### src/rtl/dct_pkg.sv
package dct_pkg;
  typedef enum logic [0:0] {ROW_ACT = 1'b0, ROW_PRE = 1'b1} row_op_e;
  typedef enum logic [1:0] {
    COL_RD  = 2'd0,
    COL_WR  = 2'd1,
    COL_RET = 2'd2,
    COL_MSK = 2'd3
  } col_op_e;
endpackage

### src/rtl/dct_sat_cnt.sv
module dct_sat_cnt #(
  parameter int W = 6
) (
  input  logic         clk,
  input  logic         rst,
  input  logic         clr,
  output logic [W-1:0] cnt_o
);
  localparam logic [W-1:0] TOP = '1;

  logic [W-1:0] cnt_q;

  always_ff @(posedge clk) begin
    if (rst)              cnt_q <= TOP;
    else if (clr)         cnt_q <= '0;
    else if (cnt_q != TOP) cnt_q <= cnt_q + 1'b1;
  end

  assign cnt_o = cnt_q;


  cnt_monotonic_chk: assert property (@(posedge clk) disable iff (rst)
    !clr |=> cnt_q >= $past(cnt_q));
endmodule

### src/rtl/dct_bank.sv
module dct_bank #(
  parameter int CNT_W      = 6,
  parameter int OPEN_LIMIT = 25600
) (
  input  logic             clk,
  input  logic             rst,
  input  logic             act_i,
  input  logic             pre_i,
  input  logic             rd_i,
  input  logic             ret_i,
  output logic             open_o,
  output logic [CNT_W-1:0] since_act_o,
  output logic [CNT_W-1:0] since_pre_o,
  output logic [CNT_W-1:0] since_rd_o,
  output logic [CNT_W-1:0] since_ret_o,
  output logic             overrun_o
);
  localparam int OPEN_W = $clog2(OPEN_LIMIT + 1);
  localparam logic [OPEN_W-1:0] LIM      = OPEN_W'(OPEN_LIMIT);
  localparam logic [OPEN_W-1:0] LIM_LAST = OPEN_W'(OPEN_LIMIT - 1);

  logic              open_q;
  logic [OPEN_W-1:0] open_cnt_q;
  logic              overrun_q;

  always_ff @(posedge clk) begin
    if (rst)        open_q <= 1'b0;
    else if (act_i) open_q <= 1'b1;
    else if (pre_i) open_q <= 1'b0;
  end

  always_ff @(posedge clk) begin
    if (rst || act_i)                    open_cnt_q <= '0;
    else if (open_q && open_cnt_q != LIM) open_cnt_q <= open_cnt_q + 1'b1;
  end

  always_ff @(posedge clk) begin
    if (rst) overrun_q <= 1'b0;
    else if (open_q && !act_i && open_cnt_q == LIM_LAST) overrun_q <= 1'b1;
  end

  dct_sat_cnt #(.W(CNT_W)) u_act (.clk(clk), .rst(rst), .clr(act_i), .cnt_o(since_act_o));
  dct_sat_cnt #(.W(CNT_W)) u_pre (.clk(clk), .rst(rst), .clr(pre_i), .cnt_o(since_pre_o));
  dct_sat_cnt #(.W(CNT_W)) u_rd  (.clk(clk), .rst(rst), .clr(rd_i),  .cnt_o(since_rd_o));
  dct_sat_cnt #(.W(CNT_W)) u_ret (.clk(clk), .rst(rst), .clr(ret_i), .cnt_o(since_ret_o));

  assign open_o    = open_q;
  assign overrun_o = overrun_q;


  overrun_sticky_chk: assert property (@(posedge clk) disable iff (rst)
    overrun_q |=> overrun_q);


  overrun_needs_open_chk: assert property (@(posedge clk) disable iff (rst)
    $rose(overrun_q) |-> $past(open_q));
endmodule

### src/rtl/dram_cmd_timer.sv
module dram_cmd_timer
  import dct_pkg::*;
#(
  parameter int NUM_BANKS  = 4,
  parameter int CNT_W      = 6,
  parameter int T_RC       = 28,
  parameter int T_RAS      = 20,
  parameter int T_RP       = 8,
  parameter int T_PP       = 8,
  parameter int T_RR       = 8,
  parameter int T_RCD      = 9,
  parameter int T_CC       = 4,
  parameter int T_RDP      = 4,
  parameter int T_RTP      = 4,
  parameter int T_RTR      = 8,
  parameter int OPEN_LIMIT = 25600,
  localparam int BANK_W    = (NUM_BANKS > 1) ? $clog2(NUM_BANKS) : 1
) (
  input  logic                 clk,
  input  logic                 rst,
  input  logic                 row_valid,
  input  logic                 row_op,
  input  logic [BANK_W-1:0]    row_bank,
  input  logic                 row_issue,
  output logic                 row_ready,
  input  logic                 col_valid,
  input  logic [1:0]           col_op,
  input  logic [BANK_W-1:0]    col_bank,
  input  logic                 col_issue,
  output logic                 col_ready,
  output logic [NUM_BANKS-1:0] open_overrun,
  output logic                 row_viol,
  output logic [BANK_W-1:0]    row_viol_bank,
  output logic                 row_viol_op,
  output logic                 col_viol,
  output logic [BANK_W-1:0]    col_viol_bank,
  output logic [1:0]           col_viol_op,
  output logic                 col_viol_closed
);
  // counters read "elapsed edges minus one", so a spacing of N needs N-1
  localparam logic [CNT_W-1:0] L_RC  = CNT_W'(T_RC - 1);
  localparam logic [CNT_W-1:0] L_RAS = CNT_W'(T_RAS - 1);
  localparam logic [CNT_W-1:0] L_RP  = CNT_W'(T_RP - 1);
  localparam logic [CNT_W-1:0] L_PP  = CNT_W'(T_PP - 1);
  localparam logic [CNT_W-1:0] L_RR  = CNT_W'(T_RR - 1);
  localparam logic [CNT_W-1:0] L_RCD = CNT_W'(T_RCD - 1);
  localparam logic [CNT_W-1:0] L_CC  = CNT_W'(T_CC - 1);
  localparam logic [CNT_W-1:0] L_RDP = CNT_W'(T_RDP - 1);
  localparam logic [CNT_W-1:0] L_RTP = CNT_W'(T_RTP - 1);
  localparam logic [CNT_W-1:0] L_RTR = CNT_W'(T_RTR - 1);

  logic                 row_is_act, row_is_pre;
  logic                 col_is_rd, col_is_wr, col_is_ret;
  logic [NUM_BANKS-1:0] act_v, pre_v, rd_v, ret_v, open_v;
  logic [CNT_W-1:0]     s_act [NUM_BANKS];
  logic [CNT_W-1:0]     s_pre [NUM_BANKS];
  logic [CNT_W-1:0]     s_rd  [NUM_BANKS];
  logic [CNT_W-1:0]     s_ret [NUM_BANKS];
  logic [CNT_W-1:0]     g_act, g_pre, g_col, g_wr;
  logic                 row_allowed, col_allowed;

  assign row_is_act = (row_op_e'(row_op) == ROW_ACT);
  assign row_is_pre = (row_op_e'(row_op) == ROW_PRE);
  assign col_is_rd  = (col_op_e'(col_op) == COL_RD);
  assign col_is_wr  = (col_op_e'(col_op) == COL_WR);
  assign col_is_ret = (col_op_e'(col_op) == COL_RET);

  for (genvar b = 0; b < NUM_BANKS; b++) begin : g_bank
    assign act_v[b] = row_issue && row_is_act && (row_bank == BANK_W'(b));
    assign pre_v[b] = row_issue && row_is_pre && (row_bank == BANK_W'(b));
    assign rd_v[b]  = col_issue && col_is_rd  && (col_bank == BANK_W'(b));
    assign ret_v[b] = col_issue && col_is_ret && (col_bank == BANK_W'(b));

    dct_bank #(.CNT_W(CNT_W), .OPEN_LIMIT(OPEN_LIMIT)) u_bank (
      .clk(clk), .rst(rst),
      .act_i(act_v[b]), .pre_i(pre_v[b]), .rd_i(rd_v[b]), .ret_i(ret_v[b]),
      .open_o(open_v[b]),
      .since_act_o(s_act[b]), .since_pre_o(s_pre[b]),
      .since_rd_o(s_rd[b]), .since_ret_o(s_ret[b]),
      .overrun_o(open_overrun[b])
    );
  end

  dct_sat_cnt #(.W(CNT_W)) u_g_act (.clk(clk), .rst(rst),
    .clr(row_issue && row_is_act), .cnt_o(g_act));
  dct_sat_cnt #(.W(CNT_W)) u_g_pre (.clk(clk), .rst(rst),
    .clr(row_issue && row_is_pre), .cnt_o(g_pre));
  dct_sat_cnt #(.W(CNT_W)) u_g_col (.clk(clk), .rst(rst),
    .clr(col_issue), .cnt_o(g_col));
  dct_sat_cnt #(.W(CNT_W)) u_g_wr  (.clk(clk), .rst(rst),
    .clr(col_issue && col_is_wr), .cnt_o(g_wr));

  always_comb begin
    if (row_is_act)
      row_allowed = !open_v[row_bank] && (s_act[row_bank] >= L_RC) &&
                    (s_pre[row_bank] >= L_RP) && (g_act >= L_RR);
    else
      row_allowed = (s_act[row_bank] >= L_RAS) && (g_pre >= L_PP) &&
                    (s_rd[row_bank] >= L_RDP) && (s_ret[row_bank] >= L_RTP);
  end

  always_comb begin
    col_allowed = open_v[col_bank] && (g_col >= L_CC);
    if (col_is_rd || col_is_wr) col_allowed = col_allowed && (s_act[col_bank] >= L_RCD);
    else                        col_allowed = col_allowed && (g_wr >= L_RTR);
  end

  assign row_ready = row_valid && row_allowed;
  assign col_ready = col_valid && col_allowed;

  always_ff @(posedge clk) begin
    if (rst) begin
      row_viol        <= 1'b0;
      row_viol_bank   <= '0;
      row_viol_op     <= 1'b0;
      col_viol        <= 1'b0;
      col_viol_bank   <= '0;
      col_viol_op     <= '0;
      col_viol_closed <= 1'b0;
    end else begin
      row_viol <= row_issue && !row_allowed;
      col_viol <= col_issue && !col_allowed;
      if (row_issue) begin
        row_viol_bank <= row_bank;
        row_viol_op   <= row_op;
      end
      if (col_issue) begin
        col_viol_bank   <= col_bank;
        col_viol_op     <= col_op;
        col_viol_closed <= !open_v[col_bank];
      end
    end
  end


  act_spacing_chk: assert property (@(posedge clk) disable iff (rst)
    (T_RR > 1) && row_issue && row_is_act |=> !(row_ready && row_is_act));


  col_spacing_chk: assert property (@(posedge clk) disable iff (rst)
    (T_CC > 1) && col_issue |=> !col_ready);
endmodule

### config.mk
export PLATFORM = sky130hd
export DESIGN_NAME = dram_cmd_timer
export DESIGN_NICKNAME = d
export VERILOG_FILES = /design/src/rtl/dct_pkg.sv /design/src/rtl/dct_sat_cnt.sv /design/src/rtl/dct_bank.sv /design/src/rtl/dram_cmd_timer.sv
export SDC_FILE = /design/constraint.sdc
export NUM_CORES = 1
export LEC_CHECK = 0
export BUFFER_PORTS_ARGS = -buffer_cell sky130_fd_sc_hd__buf_2
export CAP_MARGIN = 20
export CORE_AREA = 2 2 135 137
export DETAILED_ROUTE_END_ITERATION = 10
export DIE_AREA = 0 0 137 139
export GPL_TIMING_DRIVEN = 0
export PLACE_DENSITY = 0.83
export SLEW_MARGIN = 20
export SYNTH_ARGS = -nofsm -noshare
export SYNTH_HDL_FRONTEND = slang
export SYNTH_HIERARCHICAL = 1
export SYNTH_SLANG_ARGS = --single-unit
### constraint.sdc
create_clock -name clk -period 5.1 [get_ports clk]
set_input_delay 0.255 -clock clk [delete_from_list [all_inputs] [get_ports clk]]
set_output_delay 0.255 -clock clk [all_outputs]
set_load 0.02 [all_outputs]
==> results of run 1 <==
-- metrics by stage --
step           setup slack [ns]  instance area, um2
2_1_floorplan              3.29               10400
3_3_place_gp               2.62               10900
3_5_place_dp               2.59               10900
4_1_cts                    2.61               11500
5_1_grt                    2.56               11500
6_report                   2.63               11500
-- cells in the mapped netlist, types with 4 or more instances --
cell type  number  area (um2)
a211oi_1        4        30.0
a21oi_1        59         295
a31oi_1        45         282
a41o_1          4        40.0
and3_1         20         125
and3_2          4        30.0
and3_4          4        45.0
and4_2         20         200
clkbuf_1        8        30.0
dfxtp_1       198        3960
ha_1           28         350
inv_1          40         150
mux2i_1        35         350
nand2_1       126         473
nand2b_1       26         163
nand3_1        32         160
nand3_4        24         420
nand4_1        20         125
nand4b_1        4        35.0
nor2_1        108         405
nor2b_1        45         282
nor3_1         36         180
nor4_1         24         150
nor4b_1         4        35.0
nor4bb_1        4        40.0
o211a_1        20         200
o21a_1         20         150
o21ai_0        28         140
o31ai_1        88         661
or2_2           4        25.0
or3_1           4        25.0
or4_1          16         120
or4b_1         22         220
xnor2_1        16         140
xor2_1         16         140
-- worst max-delay path: cells and delay by family, from the launching register on --
family,cells,cell delay [ns]
AND/OR/NAND/NOR,3,0.68
AO/OA/AOI/OAI,3,0.60
flip-flops,1,0.35
buffers and inverters,1,0.15
-- final timing paths --
path                                   startpoint              to  slack (ns)
setup / recovery  g_bank[3].u_bank/u_pre/cnt_o[5]       row_ready        2.63
hold / removal                          col_op[0]  col_viol_op[0]        0.12
setup reg to reg  g_bank[3].u_bank/u_pre/cnt_o[5]        row_viol        3.31
hold reg to reg                    col_viol_op[0]  col_viol_op[0]        0.47
-- metal layers --
metal  vias up  GRT usage
met1      4394      0.320
met5         -          0
met2       161      0.412
met4         0     0.0836
li1       4528          -
met3        33     0.0446
-- logic make-up after synthesis --
family                     Yosys count  synth area share
and+or+nand+nor                    551             0.316
AOI/OAI and AO/OA                  277             0.180
DFF                                198             0.380
buffers and inverters               52            0.0206
muxes                               41            0.0433
xor gates and xnor gates            32            0.0269
adders and majority gates           28            0.0336
-- layout make-up --
type	instances	area (um2)
Clock buffer	21	470
Fill cell	1433	6160
Multi-Input combinational cell	929	6250
Clock inverter	11	171
Inverter	40	150
Timing Repair Buffer	26	133
Sequential cell	198	3960
Tap cell	229	287
Buffer	12	65.1
-- power by group --
| part | internal, mW | switching, mW |
|---|---|---|
| sequential | 1.92 | 0.550 |
| clock | 0.863 | 0.601 |
| combinational | 1.12 | 1.15 |
-- registers in the layout (all words and copies together), names as in the netlist, 24 cells and up --
name	count
g_bank.u_bank/open_cnt_q	60
g_bank.u_bank/u_act/cnt_o	24
g_bank.u_bank/u_pre/cnt_o	24
g_bank.u_bank/u_rd/cnt_o	24
g_bank.u_bank/u_ret/cnt_o	24
==> results by stage, run 1 <==
Outcome:
- The flow ran to the end, and the final reports show no timing, DRC or antenna violations.

Route:
- The total number of vias is 9116.
- The detailed router put a total of 10500 um of wire on met1.
- The detailed route wirelength on metal2 is 11500 um.
- The wire length after detailed routing is 23200 um.
- The detailed-route vias per instance is 6.22.
- The length of routed met3 wiring is 791 um.
- The number of remaining DRC errors is 0.
- The detailed router's first-iteration violation count is 622.
- The highest layer touched by signal routing is met4.
- The number of detailed-routing iterations run before antenna repair is 6.
- In the final routed layout, each cell accounts on average for 15.9 um.
- The number of nets still failing antenna checks after routing is 0.

Global route:
- The global-route wire length before repair is 39200 um.
- The maximum number of pins on one net before global-route repair is 58.
- For this run, the total global-route usage over all layers was measured as 0.247.
- Global routing finished with a remaining overflow of 0.
- The number of antenna violations at the first check in global routing is 0.
- The via count of the first global-routing pass is 8430.

Setup path:
- The signal on the critical path passes through or4b_1 -> a31oi_1 -> nor4_1 -> o21ai_1 -> o32a_2 -> nor2b_1 -> buf_2.
- The arrival time of the worst setup path is 2.22 ns.
- The cell with the largest stage delay on the worst path is or4b_1.
- The number of cells on the worst reg-to-reg path is 6.
- The largest incremental delay on the critical path is 0.53 ns.
- The data required time at the worst endpoint is 4.85 ns.
- The startpoint type of the worst setup path is a flip-flop.
- The largest fanout on the critical path is 6.
- STA classifies the critical path endpoint as an output port.
- The class of the most critical setup path is reg2out.

Timing:
- In this run the tightest slew margin relative to its limit is 0.261.
- The period utilization is 0.485.
- Setup violations remaining at the end of the flow were counted as 0.
- The worst hold-check slack is 0.118 ns.
- Adding up every negative setup slack in the final design gives 0 ns.
- Counting I/O delays and the setup requirement, the final critical path takes 2.47 ns.
- The max-slew violation count is 0.
- The setup skew after layout is 0.00679 ns.
- At the pin with the least slew margin, the transition time is 1.10 ns.
- The number of hold-slack violations in the final timing report is 0.
- Setup repair after global routing left no endpoint under its margin.
- For this run, the top clock speed supported by timing is 0.404 GHz.

Yosys:
- The post-synth design cell area is 10400 um2.
- Dividing the synthesized area by the synthesized cell count gives 8.85 um2.
- The number of distinct library cells after synthesis is 51.
- The number of nets in the synthesized netlist is 1220.
- For this run, the leading register cell type out of synthesis is dfxtp_1.
- The number of warning messages in the yosys log is 6.
- Yosys mapped a number of flops with a built-in enable equal to 0.
- Of the synthesized area, sequential elements account for 0.380.
- The fraction of registers with async set/reset is 0.
- Synthesis inferred 198 register bits.
- Synthesis produced 1179 cells.

Finish:
- From synthesis to final layout, the design area changed by 10.2%.
- Leaving out fill and tap cells, the most frequent cell in the layout is dfxtp_1.
- Measured on the finished design, the core utilization comes to 0.651.
- In the final design database the tool counted 1265 nets.
- For this run, the number of standard cells in the final layout without fillers is 1466.
- Leaving out fill and tap cells, the most frequent cells in the layout are dfxtp_1 (198), nand2_1 (126), nor2_1 (108), o31ai_1 (88), a21oi_1 (59).
- The total inserted antenna cells is 0.
- The layout cell share with drive strength beyond 1 is 0.0994.

Die:
- In this run the vertical extent of the chip is 139 um.
- The number of cell rows is 49.
- The floorplan step defined a core boundary enclosing 17700 um2.
- The initial standard-cell utilization of the core is 0.591.
- The die width is 137 um.
- The number of I/O pins is 29.
- The die covers 19000 um2.

Clocking:
- The number of resized instances in the post-cts repair step is 0.
- The clock sink count is 198.
- The number of hold buffers added after CTS was 0.
- Counting along the longest clock path gives a buffer depth of 2.
- At the later pin of the worst-skew pair, clock insertion delay measures 0.44 ns.
- The CTS buffer count is 17.
- The number of setup buffers added after CTS is 0.
- The clock tree from TritonCTS is done.
- The level count of the clock H-tree is 4.
- The cell at the root of the clock tree is clkbuf_16.
- Clock-pin slew was measured on the worst setup and hold paths at 0.07 ns.

Placement:
- The count of buffers added on input and output ports is 26.
- The HPWL after detailed placement is 15500 um.
- After detailed placement, the design holds a cell count of 1434.
- Routability-driven placement finished with a final weighted congestion of 0.848.

Power:
- The peak supply drop is 0.000388 V.
- The design draws 6.20 mW.
- The areal power density over the cells is 539 nW/um2.
- The reported leakage power is 4.68 nW.

Flow run:
- Max-cap violations in this run came to 0.

Hold path:
- The number of stages on the worst hold path is 3.
- The tightest min-delay check is of the in2reg type.
(Power assumes the default switching activity.)
==> run 2, diff against run 1 <==
CORE_AREA = 2 2 139 141   (was 2 2 135 137)
DIE_AREA = 0 0 141 143   (was 0 0 137 139)
PLACE_DENSITY = 0.82   (was 0.83)
clock period = 2 ns   (was 5.1 ns; I/O delays follow)
==> run 2 against run 1 <==
The flow now finishes with violations (negative setup slack). Sequential power rose to 2.6 times the previous value. Die area rose by 5.9%. Sequential share of layout area fell by 0.17 points. First-iteration DRC count fell by 15%. Worst hold slack got worse by 0.096 ns. Clock skew rose by 0.0028 ns. Sequential cell count did not move. Critical endpoint unchanged. Largest power group unchanged.
==> results by stage, run 2 (synthesis results as in run 1) <==
Outcome:
- The flow ran to the end, but the final reports show violations.
- The checks that failed: negative setup slack.

Finish:
- Leaving out fill and tap cells, the most frequent cell in the layout is dfxtp_1.
- The filler cells instantiated in the layout total 1477.
- The synthesis-to-layout area growth is 11.9%.
- The layout cell share with drive strength beyond 1 is 0.135.
- The register with the most flip-flops is g_bank.u_bank/open_cnt_q.
- The number of nets in the layout is 1271.
- The top cell types in the final layout, fill and taps aside, are dfxtp_1 (171), nand2_1 (126), nor2_1 (108), o31ai_1 (88), a21oi_1 (57).
- The register with the most flip-flops in the layout has 60 of them.

Die:
- In this run the count of I/O pins placed on the die edge is 29.
- In this run the core area contains 50 standard-cell rows.
- The initial standard-cell utilization of the core is 0.562.
- The die area is 20200 um2.
- The vertical die dimension is 143 um.
- The die is 141 um wide.
- The core outline area is 18600 um2.

Setup path:
- The cell family contributing the most delay on the critical path is compound AO/OA/AOI/OAI gates.
- The logic depth of the worst register-to-register path is 6.
- In this design, the stage delay of the slowest critical-path cell is 0.54 ns.
- The signal on the critical path passes through or4_4 -> a211oi_2 -> a21oi_1 -> o2111ai_1 -> o32a_2 -> nor2b_1 -> buf_4.
- Along the worst path, the maximum fanout reaches 6.
- The startpoint type of the worst setup path is a flip-flop.
- The startpoint of the most critical setup path is g_bank[3].u_bank/u_rd/cnt_o[5].
- In this run the number of cells on the critical path is 7.
- Data arrives at the worst endpoint at 2.14 ns.
- The worst flop-to-flop path startpoint is g_bank[3].u_bank/u_rd/cnt_o[5].
- The critical path endpoint category is an output port.
- The data required time at the worst endpoint is 1.90 ns.
- The buffers plus inverters on the worst setup path is 1.
- The class of the most critical setup path is reg2out.
- The cell with the largest stage delay on the worst path is or4_4.

Timing:
- At the pin with the least slew margin, the transition time is 1.04 ns.
- Setup slack on the critical path of the routed design comes to -0.235 ns.
- The setup skew after layout is 0.00958 ns.
- Setup repair after global routing could not meet its margin everywhere.
- After layout, the minimum clock period comes to 2.24 ns.
- Timing would allow up to 0.447 GHz.
- In the finished design, the share of the clock period the worst path needs comes to 1.12.
- The worst hold-check slack is 0.0211 ns.
- The max-slew violation count came to 0.
- The worst relative slew slack is 0.304.
- The number of hold-slack violations in the final timing report came to 0.
- The final number of setup-violating endpoints is 1.

Clocking:
- The clock sink count is 198.
- In this run the clock root is driven by a clkbuf_16.
- TritonCTS built the clock tree.
- The CTS buffer count is 17.
- The level count of the clock H-tree is 4.
- The maximum buffer depth of the clock tree is 2.
- Clock latency on the worst-skew pair, taken at its later pin, is 0.44 ns.
- Clock-pin slew was measured on the worst setup and hold paths at 0.07 ns.

Power:
- IR analysis of the VDD net gives a maximum drop of 0.000803 V.
- The areal power density over the cells is 1350 nW/um2.
- The total power after layout is 15.8 mW.
- The reported leakage power is 4.69 nW.

Route:
- Summing over every cut layer, the via total after detailed routing is 9101.
- The detailed router's first-iteration violation count is 529.
- Using the TritonRoute via totals, the vias-per-cell ratio works out to 6.16.
- The detail route stage leaves a number of antenna-violating nets equal to 0.
- The wire length per cell after detailed routing is 15.8 um.
- The number of detailed-routing iterations run before antenna repair is 5.
- For this block, the routed nets add up to 23300 um of wire.
- In the routed design, unresolved DRC markers number 0.

Global route:
- The maximum number of pins on one net before global-route repair is 58.
- In the global route stage, overall resource usage came out at 0.231.
- The remaining global-route overflow is 0.
- The first global-routing pass estimated 38800 um of wire.
- The number of antenna violations at the first check in global routing is 1.
- The via count of the first global-routing pass was 8445.

Flow run:
- The number of violations of the max-capacitance limit is 0.

Placement:
- Detailed placement finished with a half-perimeter wire length of 15300 um.
- During placement, the flow inserted port buffers numbering 26.
- The global placement routability congestion is 0.849.

Hold path:
- The worst hold path begins at col_issue.
- The class of the tightest hold or removal check is in2reg.
- The worst hold path passes through 3 cells.
-- run 2: cell types whose count changed in the layout (fill, tap and decap cells not counted), sizes merged --
| cell | before | now |
|---|---|---|
| buf | 29 | 33 |
| clkinvlp | 2 | 6 |
| clkinv | 4 | 1 |
| dlygate4sd3 | 0 | 2 |
| bufinv | 4 | 3 |
| clkbuf | 30 | 29 |
| diode | 0 | 1 |
-- run 2: path summary, 6_finish.rpt --
check	to	slack, ns
max	row_ready	-0.24
min	u_g_col/cnt_o[1]	0.02
max reg2reg	row_viol	0.27
min reg2reg	col_viol_op[0]	0.48
-- run 2: timing repair --
item                       CTS  global route
pin swaps                    4             2
buffers inserted             4             0
resized for setup           21            29
hold endpoints to repair     6             0
setup endpoints to repair    1             2
hold buffers                 2             0
-- run 2: per-layer routing --
| layer | GRT usage | routed length (um) |
|---|---|---|
| met1 | 0.290 | 10700 |
| met2 | 0.399 | 11500 |
| met3 | 0.0493 | 889 |
| met4 | 0.0753 | 231 |
| met5 | 0 | 0 |
-- run 2: tightest hold or removal path, delay by kind of cell --
family	cells	cell delay, ns
simple gates	2	0.18
buf+inv	1	0.11
-- run 2: power by group --
group | internal (mW) | switching [mW] | total [mW]
registers | 4.94 | 1.44 | 6.38
logic | 2.90 | 2.98 | 5.88
clock network | 2.03 | 1.51 | 3.54
total | 9.88 | 5.93 | 15.8
-- run 2: final cells by class --
| class | instances | area, um2 | share of cell area |
|---|---|---|---|
| inverters | 40 | 150 | 0.0129 |
| flip-flops and latches | 198 | 4010 | 0.343 |
| multi-input cells | 929 | 6370 | 0.545 |
| clock inverters | 11 | 149 | 0.0128 |
| clock buffers | 20 | 457 | 0.0391 |
| plain buffers | 12 | 65.1 | 0.00557 |
| well taps | 234 | 293 | 0.0251 |
| repair buffers | 32 | 185 | 0.0159 |
| diodes | 1 | 2.50 | 0.000214 |
-- run 2: metrics by stage --
step	worst slack [ns]	instances	setup TNS [ns]	utilization	cell area [um2]
2_1_floorplan	0.345	1179	0	-	10400
3_3_place_gp	-0.265	1439	-4.85	0.584	10900
3_5_place_dp	-0.262	1439	-4.77	0.584	10900
4_1_cts	-0.239	1476	-0.239	0.623	11600
5_1_grt	-0.315	1476	-0.317	0.628	11700
6_report	-0.235	1477	-0.235	0.628	11700
